## src/rtl/tdcseq_pkg.sv

```systemverilog
package tdcseq_pkg;

  typedef enum logic [3:0] {
    PH_IDLE,
    PH_ADDR,
    PH_DATA,
    PH_STRB,
    PH_HOLD,
    PH_GAP,
    PH_DONE,
    PH_RADDR,
    PH_RSTRB,
    PH_RREL
  } phase_e;

  // Constant configuration table: register address for entry i
  function automatic logic [31:0] cfg_addr(int i);
    return 32'(4 + i);
  endfunction

  // Constant configuration table: data word for entry i
  function automatic logic [31:0] cfg_data(int i);
    case (i)
      0:       return 32'h0400_0000;  // bits 27..22 = 010000
      1:       return 32'h00C0_0000;  // bits 27..22 = 000011
      default: return 32'h0;
    endcase
  endfunction

endpackage

```

## src/rtl/tdcseq_cfg_rom.sv

```systemverilog
module tdcseq_cfg_rom #(
  parameter int N_REGS = 2,
  parameter int ADDR_W = 4,
  parameter int DATA_W = 28,
  parameter int IDX_W  = 1
) (
  input  logic [IDX_W-1:0]  idx,
  output logic [ADDR_W-1:0] addr,
  output logic [DATA_W-1:0] data
);
  import tdcseq_pkg::*;

  logic [ADDR_W-1:0] addr_tab [N_REGS];
  logic [DATA_W-1:0] data_tab [N_REGS];

  for (genvar g = 0; g < N_REGS; g++) begin : g_entry
    assign addr_tab[g] = ADDR_W'(cfg_addr(g));
    assign data_tab[g] = DATA_W'(cfg_data(g));
  end

  assign addr = addr_tab[idx];
  assign data = data_tab[idx];
endmodule

```

## src/rtl/tdcseq_phase_timer.sv

```systemverilog
module tdcseq_phase_timer #(
  parameter int CNT_W = 4
) (
  input  logic             clk,
  input  logic             rst,
  input  logic             load,
  input  logic [CNT_W-1:0] load_val,
  output logic             last
);
  logic [CNT_W-1:0] cnt_q;

  always_ff @(posedge clk) begin
    if (rst)               cnt_q <= '0;
    else if (load)         cnt_q <= load_val - 1'b1;
    else if (cnt_q != '0)  cnt_q <= cnt_q - 1'b1;
  end

  assign last = (cnt_q == '0);
endmodule

```

## src/rtl/tdcseq_top.sv

```systemverilog
module tdcseq_top #(
  parameter int ADDR_W   = 4,
  parameter int DATA_W   = 28,
  parameter int N_REGS   = 2,
  parameter int ADDR_CYC = 2,
  parameter int DATA_CYC = 3,
  parameter int STRB_CYC = 3,
  parameter int HOLD_CYC = 2,
  parameter int GAP_CYC  = 2,
  parameter int RD_CYC   = 2
) (
  input  logic              clk,
  input  logic              rst,
  input  logic              start,
  input  logic              rd_req,
  input  logic [ADDR_W-1:0] rd_addr,
  input  logic [DATA_W-1:0] tdc_rdata,
  output logic              tdc_cs_n,
  output logic [ADDR_W-1:0] tdc_addr,
  output logic [DATA_W-1:0] tdc_wdata,
  output logic              tdc_we_n,
  output logic              tdc_oe_n,
  output logic              rd_valid,
  output logic [DATA_W-1:0] rd_data,
  output logic              busy,
  output logic              done
);
  import tdcseq_pkg::*;

  localparam int IDX_W   = (N_REGS > 1) ? $clog2(N_REGS) : 1;
  localparam int CYC_SUM = ADDR_CYC + DATA_CYC + STRB_CYC + HOLD_CYC + GAP_CYC + RD_CYC;
  localparam int CNT_W   = $clog2(CYC_SUM + 1);
  localparam logic [IDX_W-1:0] LAST_IDX = IDX_W'(N_REGS - 1);

  phase_e            ph_q, ph_d;
  logic [IDX_W-1:0]  idx_q, idx_d;
  logic              rd_op_q, rd_op_d;
  logic [ADDR_W-1:0] raddr_q, raddr_d;
  logic              pend_q;
  logic              ld;
  logic [CNT_W-1:0]  ld_val;
  logic              last;
  logic              cap;
  logic [ADDR_W-1:0] rom_addr;
  logic [DATA_W-1:0] rom_data;
  logic              cs_on_d;
  logic [ADDR_W-1:0] addr_d;

  tdcseq_phase_timer #(.CNT_W(CNT_W)) timer_i (
    .clk(clk), .rst(rst), .load(ld), .load_val(ld_val), .last(last)
  );

  tdcseq_cfg_rom #(.N_REGS(N_REGS), .ADDR_W(ADDR_W), .DATA_W(DATA_W), .IDX_W(IDX_W)) rom_i (
    .idx(idx_d), .addr(rom_addr), .data(rom_data)
  );

  always_comb begin
    ph_d    = ph_q;
    idx_d   = idx_q;
    rd_op_d = rd_op_q;
    raddr_d = raddr_q;
    ld      = 1'b0;
    ld_val  = '0;
    cap     = 1'b0;
    case (ph_q)
      PH_IDLE, PH_DONE: begin
        ph_d = PH_IDLE;
        if (start || pend_q) begin
          ph_d = PH_ADDR; idx_d = '0; rd_op_d = 1'b0;
          ld = 1'b1; ld_val = CNT_W'(ADDR_CYC);
        end else if (rd_req) begin
          ph_d = PH_RADDR; rd_op_d = 1'b1; raddr_d = rd_addr;
          ld = 1'b1; ld_val = CNT_W'(ADDR_CYC);
        end
      end
      PH_ADDR: if (last) begin ph_d = PH_DATA; ld = 1'b1; ld_val = CNT_W'(DATA_CYC); end
      PH_DATA: if (last) begin ph_d = PH_STRB; ld = 1'b1; ld_val = CNT_W'(STRB_CYC); end
      PH_STRB: if (last) begin ph_d = PH_HOLD; ld = 1'b1; ld_val = CNT_W'(HOLD_CYC); end
      PH_HOLD: if (last) begin ph_d = PH_GAP;  ld = 1'b1; ld_val = CNT_W'(GAP_CYC);  end
      PH_GAP: if (last) begin
        if (rd_op_q)              ph_d = PH_IDLE;
        else if (idx_q == LAST_IDX) ph_d = PH_DONE;
        else begin
          ph_d = PH_ADDR; idx_d = idx_q + 1'b1;
          ld = 1'b1; ld_val = CNT_W'(ADDR_CYC);
        end
      end
      PH_RADDR: if (last) begin ph_d = PH_RSTRB; ld = 1'b1; ld_val = CNT_W'(RD_CYC); end
      PH_RSTRB: if (last) begin
        ph_d = PH_RREL; cap = 1'b1; ld = 1'b1; ld_val = CNT_W'(HOLD_CYC);
      end
      PH_RREL: if (last) begin ph_d = PH_GAP; ld = 1'b1; ld_val = CNT_W'(GAP_CYC); end
      default: ph_d = PH_IDLE;
    endcase
  end

  assign cs_on_d = ph_d inside {PH_ADDR, PH_DATA, PH_STRB, PH_HOLD, PH_RADDR, PH_RSTRB, PH_RREL};
  assign addr_d  = rd_op_d ? raddr_d : rom_addr;

  always_ff @(posedge clk) begin
    if (rst) begin
      ph_q      <= PH_IDLE;
      idx_q     <= '0;
      rd_op_q   <= 1'b0;
      raddr_q   <= '0;
      pend_q    <= 1'b1;
      tdc_cs_n  <= 1'b1;
      tdc_addr  <= '0;
      tdc_wdata <= '0;
      tdc_we_n  <= 1'b1;
      tdc_oe_n  <= 1'b1;
      rd_valid  <= 1'b0;
      rd_data   <= '0;
      busy      <= 1'b0;
      done      <= 1'b0;
    end else begin
      ph_q      <= ph_d;
      idx_q     <= idx_d;
      rd_op_q   <= rd_op_d;
      raddr_q   <= raddr_d;
      if (ph_d == PH_ADDR) pend_q <= 1'b0;
      tdc_cs_n  <= !cs_on_d;
      tdc_addr  <= cs_on_d ? addr_d : '0;
      tdc_wdata <= (ph_d inside {PH_DATA, PH_STRB, PH_HOLD}) ? rom_data : '0;
      tdc_we_n  <= (ph_d != PH_STRB);
      tdc_oe_n  <= (ph_d != PH_RSTRB);
      rd_valid  <= cap;
      if (cap) rd_data <= tdc_rdata;
      busy      <= !(ph_d inside {PH_IDLE, PH_DONE});
      done      <= (ph_d == PH_DONE);
    end
  end

  AST_ADDR_STABLE: assert property (@(posedge clk) disable iff (rst)
    (!tdc_cs_n && $past(!tdc_cs_n)) |-> $stable(tdc_addr));
  AST_DATA_SETUP: assert property (@(posedge clk) disable iff (rst)
    $fell(tdc_we_n) |-> ($past(!tdc_cs_n) && $stable(tdc_wdata)));
  AST_DATA_HOLD: assert property (@(posedge clk) disable iff (rst)
    (!tdc_we_n || $rose(tdc_we_n)) |-> $stable(tdc_wdata));
  AST_STROBE_IN_CS: assert property (@(posedge clk) disable iff (rst)
    (!tdc_we_n || !tdc_oe_n) |-> !tdc_cs_n);
  AST_DONE_PULSE: assert property (@(posedge clk) disable iff (rst)
    done |=> !done);
  AST_DONE_IDLE: assert property (@(posedge clk) disable iff (rst)
    done |-> (tdc_cs_n && !busy));
  AST_RD_CAPTURE: assert property (@(posedge clk) disable iff (rst)
    rd_valid |-> ($past(!tdc_oe_n) && tdc_oe_n && !tdc_cs_n));
  AST_BUSY_CS: assert property (@(posedge clk) disable iff (rst)
    !tdc_cs_n |-> busy);
endmodule

```

## config.mk

```make
export PLATFORM = sky130hd
export DESIGN_NAME = tdcseq_top
export DESIGN_NICKNAME = d
export VERILOG_FILES = /design/src/rtl/tdcseq_pkg.sv /design/src/rtl/tdcseq_cfg_rom.sv /design/src/rtl/tdcseq_phase_timer.sv /design/src/rtl/tdcseq_top.sv
export SDC_FILE = /design/constraint.sdc
export NUM_CORES = 1
export LEC_CHECK = 0
export CORE_ASPECT_RATIO = 0.6
export CORE_MARGIN = 2
export CORE_UTILIZATION = 35
export DETAILED_ROUTE_END_ITERATION = 10
export DONT_BUFFER_PORTS = 1
export GPL_TIMING_DRIVEN = 0
export SLEW_MARGIN = 10
export SYNTH_ARGS = -nofsm -noshare
export SYNTH_HDL_FRONTEND = slang
export SYNTH_SLANG_ARGS = --single-unit
```

## constraint.sdc

```tcl
create_clock -name clk -period 4.5 [get_ports clk]
set_clock_uncertainty 0.1 [all_clocks]
set_input_delay 1.125 -clock clk [delete_from_list [all_inputs] [get_ports clk]]
set_output_delay 1.125 -clock clk [all_outputs]
set_load 0.05 [all_outputs]
```

==> summary.txt <==
Timing
  • Post-layout min period: approximately 2.6 ns
  • Fmax: ~390 MHz
  • Worst setup margin: ~1.9 ns
  • Final period utilization: between 50% and 60%
  • Slew @ Worst Pin: 0.642 ns
  • Setup tns final: 0 ns
  • Final setup viols: 0
  • Final hold vios: 0
  • Final Max Tran Viols: 0
  • RSZ-0062 raised after global routing: no
  • Worst rel slew slack: a little under three fifths

Status
  • Status: complete, no violations

Detailed routing
  • DR WL/cell: 13.9 µm
  • Number of vias per cell: 4.82
  • Initial drt markers: 113
  • 1st-pass router iterations: 4
  • Final wirelength: 6.00 mm
  • ANT nets after route: 0
  • Vias: ~2.1k
  • DRC Markers: 0

Yosys
  • EDFF count, synth: 0
  • Sequential fraction of the synthesis area: 42.1%
  • Synth warn: 0
  • Mapped Area: roughly 2600 µm²
  • Ys flop type: dfxtp_1
  • Mapped Cells: ~300
  • FF+latch count, synth: 55
  • Unique masters post-synth: about 50
  • Fraction of registers with async set/reset: 0%
  • Avg Cell Area, Syn: 8.83 µm²

Power and ir drop
  • Leakage Power: 1.18 nW
  • Power Density: between 600 and 700 nW/µm²
  • Maximum vdd drop: 0.246 mV

Clock network
  • CTS hold repair buffers: 0
  • Clock tree from TritonCTS: built
  • Clock sinks: between 50 and 60
  • H-tree depth: 2
  • Worst-path clk slew: 0.07 ns
  • Setup Buffers After CTS: 0
  • Clk_lat worst skew: 0.30 ns
  • Post-CTS sizing: 0
  • Clock Tree Root: clkbuf_16
  • CTS buffer count: 5
  • Clock Path Buffers: 2

Global route
  • First-pass GRT wire length: 9.54 mm
  • Total gr overflow: 0
  • Initial antenna violation count: 0
  • Largest net degree at the start of global routing: 18
  • Number of global-route vias before repair: 1964
  • GRT Total Usage: 14.7%

Placement
  • Post-DP HPWL: about 4.6 mm
  • Worst slack, placed: 1.73 ns
  • IO buf count: 0
  • Inst Count DP: 424
  • GPL Wtd Cong: roughly 0.85

Setup path
  • Crit Path Max Fanout: 7
  • Critical Path AT: 2.69 ns
  • Max incr delay on CP: roughly 0.43 ns
  • Critical Path Source: timer_i.cnt_q[0]
  • WP data required: about 4.6 ns
  • Crit Path Class: flip-flop to flip-flop
  • Register-to-register setup slack: 1.92 ns
  • Worst setup EP type: flip-flop
  • Critical path, cell by cell: inv_1 -> ha_1 -> or3b_1 -> buf_6 -> o311ai_4 -> a21o_1 -> inv_1 -> ha_1 -> a211oi_1
  • Reg-to-Reg End: timer_i.cnt_q[1]
  • Crit path launch type: flip-flop
  • Worst R2R Start: timer_i.cnt_q[0]
  • Slowest CP cell: o311ai_4
  • R2R cell count: 9

Hold path
  • Worst Hold Launch: pend_q
  • Worst hold endpoint: pend_q
  • Hold Path Class: flip-flop to flip-flop
  • Hold Path Stages: 1

Cells and area
  • Share of layout cells above drive strength 1: 18.3%
  • Final net count: 365
  • N_diodes: 0
  • Register area: 1100 µm²
  • Fillers: 730
  • Multi-input logic area: 1290 µm²
  • Area growth, synth to finish: 14.8%
  • Finished Layout Cells: 432

Floorplan
  • Placeable Area: 7240 µm²
  • # IOs: 102
  • FP Rows: 24
  • Die Y: 71.0 µm
  • DIE AREA: just over 8000 µm²
  • DIE WIDTH: 116 µm
  • Initial core utilization: about 36%

Job
  • Max-Cap Viols: 0
metrics by stage:
step / utilization, % / total power [mW] / hold WS, ns / cell area [µm²]
after floorplan: - / 1.25 / 0.327 / 2710
after global placement: 39.2 / 1.38 / 0.335 / 2840
after detailed placement: 39.2 / 1.38 / 0.349 / 2840
after CTS: 41.5 / 1.82 / 0.366 / 3000
after global routing: 41.5 / 1.92 / 0.411 / 3000
final: 41.5 / 1.82 / 0.367 / 3000
sequential cells by signal, indices dropped and copies added (netlist names), 2 cells and up:
signal / flops
timer_i.cnt_q: 4
ph_q: 4
tdc_wdata: 2
tdc_addr: 4
rd_data: 28
raddr_q: 4
cell usage in the layout, fill, tap and decap left out, drive strengths merged, types with 2 or more instances in the layout:
cell and n:
nand3b 3, nor3b 4, nand2b 4, o21ai 3, nand3 5, clkbuf 13, a21o 3, o21a 2
a2111oi 3, inv 7, dfxtp 55, xnor2 2, a211oi 9, o22ai 2, buf 36, a31o 2
nor4 2, ha 2, a21oi 33, conb 25, nand2 62, nor2 16, o311a 2, mux2i 6
and3 3, nor2b 2, or3 2, nor3 2
how the worst max path moves through the flow:
stage	to	depth (start not counted)	slack, ns
finish	timer_i.cnt_q[1]	9	1.92
global route	timer_i.cnt_q[1]	9	1.78
CTS	timer_i.cnt_q[1]	9	1.93
detailed placement	timer_i.cnt_q[1]	7	1.73
global placement	tdc_addr[1]	6	1.75
floorplan	timer_i.cnt_q[1]	7	1.98
layout make-up:
type | count | area share [%]
multi-input cells | 216 | 43.1
flip-flops and latches | 55 | 36.7
plain buffers | 43 | 9.54
well taps | 104 | 4.33
clock buffers | 6 | 4.29
clock inverters | 2 | 1.29
inverters | 6 | 0.750
where the power goes:
part | leakage [nW] | switching (mW) | internal [mW]
combinational | 0.656 | 0.446 | 0.259
sequential | 0.446 | 0.131 | 0.547
clock | 0.0815 | 0.174 | 0.265
logic make-up (layout without fill, tap and decap cells):
group / Yosys count / count (layout) / synth area share, %
XOR/XNOR: 3 / 3 / 1.00
multiplexers: 6 / 6 / 2.30
AND/OR/NAND/NOR: 110 / 110 / 21.9
AO/OA/AOI/OAI: 70 / 70 / 19.8
other: 1 / 25 / 0.143
flip-flops: 55 / 55 / 42.1
adder cells (fa/ha/maj): 2 / 2 / 0.957
buffers and inverters: 49 / 57 / 11.8
cells in the mapped netlist, types with 3 or more instances:
cell type / n / area share, %
a2111oi_2: 3 / 1.7
a211oi_1: 9 / 2.6
a21o_1: 3 / 0.86
a21oi_1: 33 / 6.3
and3_1: 3 / 0.72
buf_2: 7 / 1.3
buf_4: 27 / 7.8
clkbuf_1: 7 / 1.0
dfxtp_1: 55 / 42
inv_1: 6 / 0.86
mux2i_1: 6 / 2.3
nand2_1: 62 / 8.9
nand2b_1: 4 / 0.96
nand3_1: 5 / 0.96
nor2_1: 15 / 2.2
nor3b_1: 3 / 0.86
o21ai_0: 3 / 0.57
per-layer routing:
| metal | share of wire [%] | vias to the layer above | GRT usage [%] |
|---|---|---|---|
| li1 | - | 1036 | - |
| met1 | 48 | 960 | 19.6 |
| met2 | 40 | 76 | 21.7 |
| met3 | 11 | 10 | 6.00 |
| met4 | 1.3 | 0 | 4.82 |
| met5 | 0 | - | 0 |
worst max-delay path, delay by kind of cell (launching register included):
kind | cells | cell delay (ns)
AO/OA/AOI/OAI | 3 | 0.84
AND/OR/NAND/NOR | 1 | 0.39
adder cells (fa/ha/maj) | 2 | 0.55
buffers and inverters | 3 | 0.30
flip-flops | 1 | 0.32
Power figures use the tool's default switching activity.
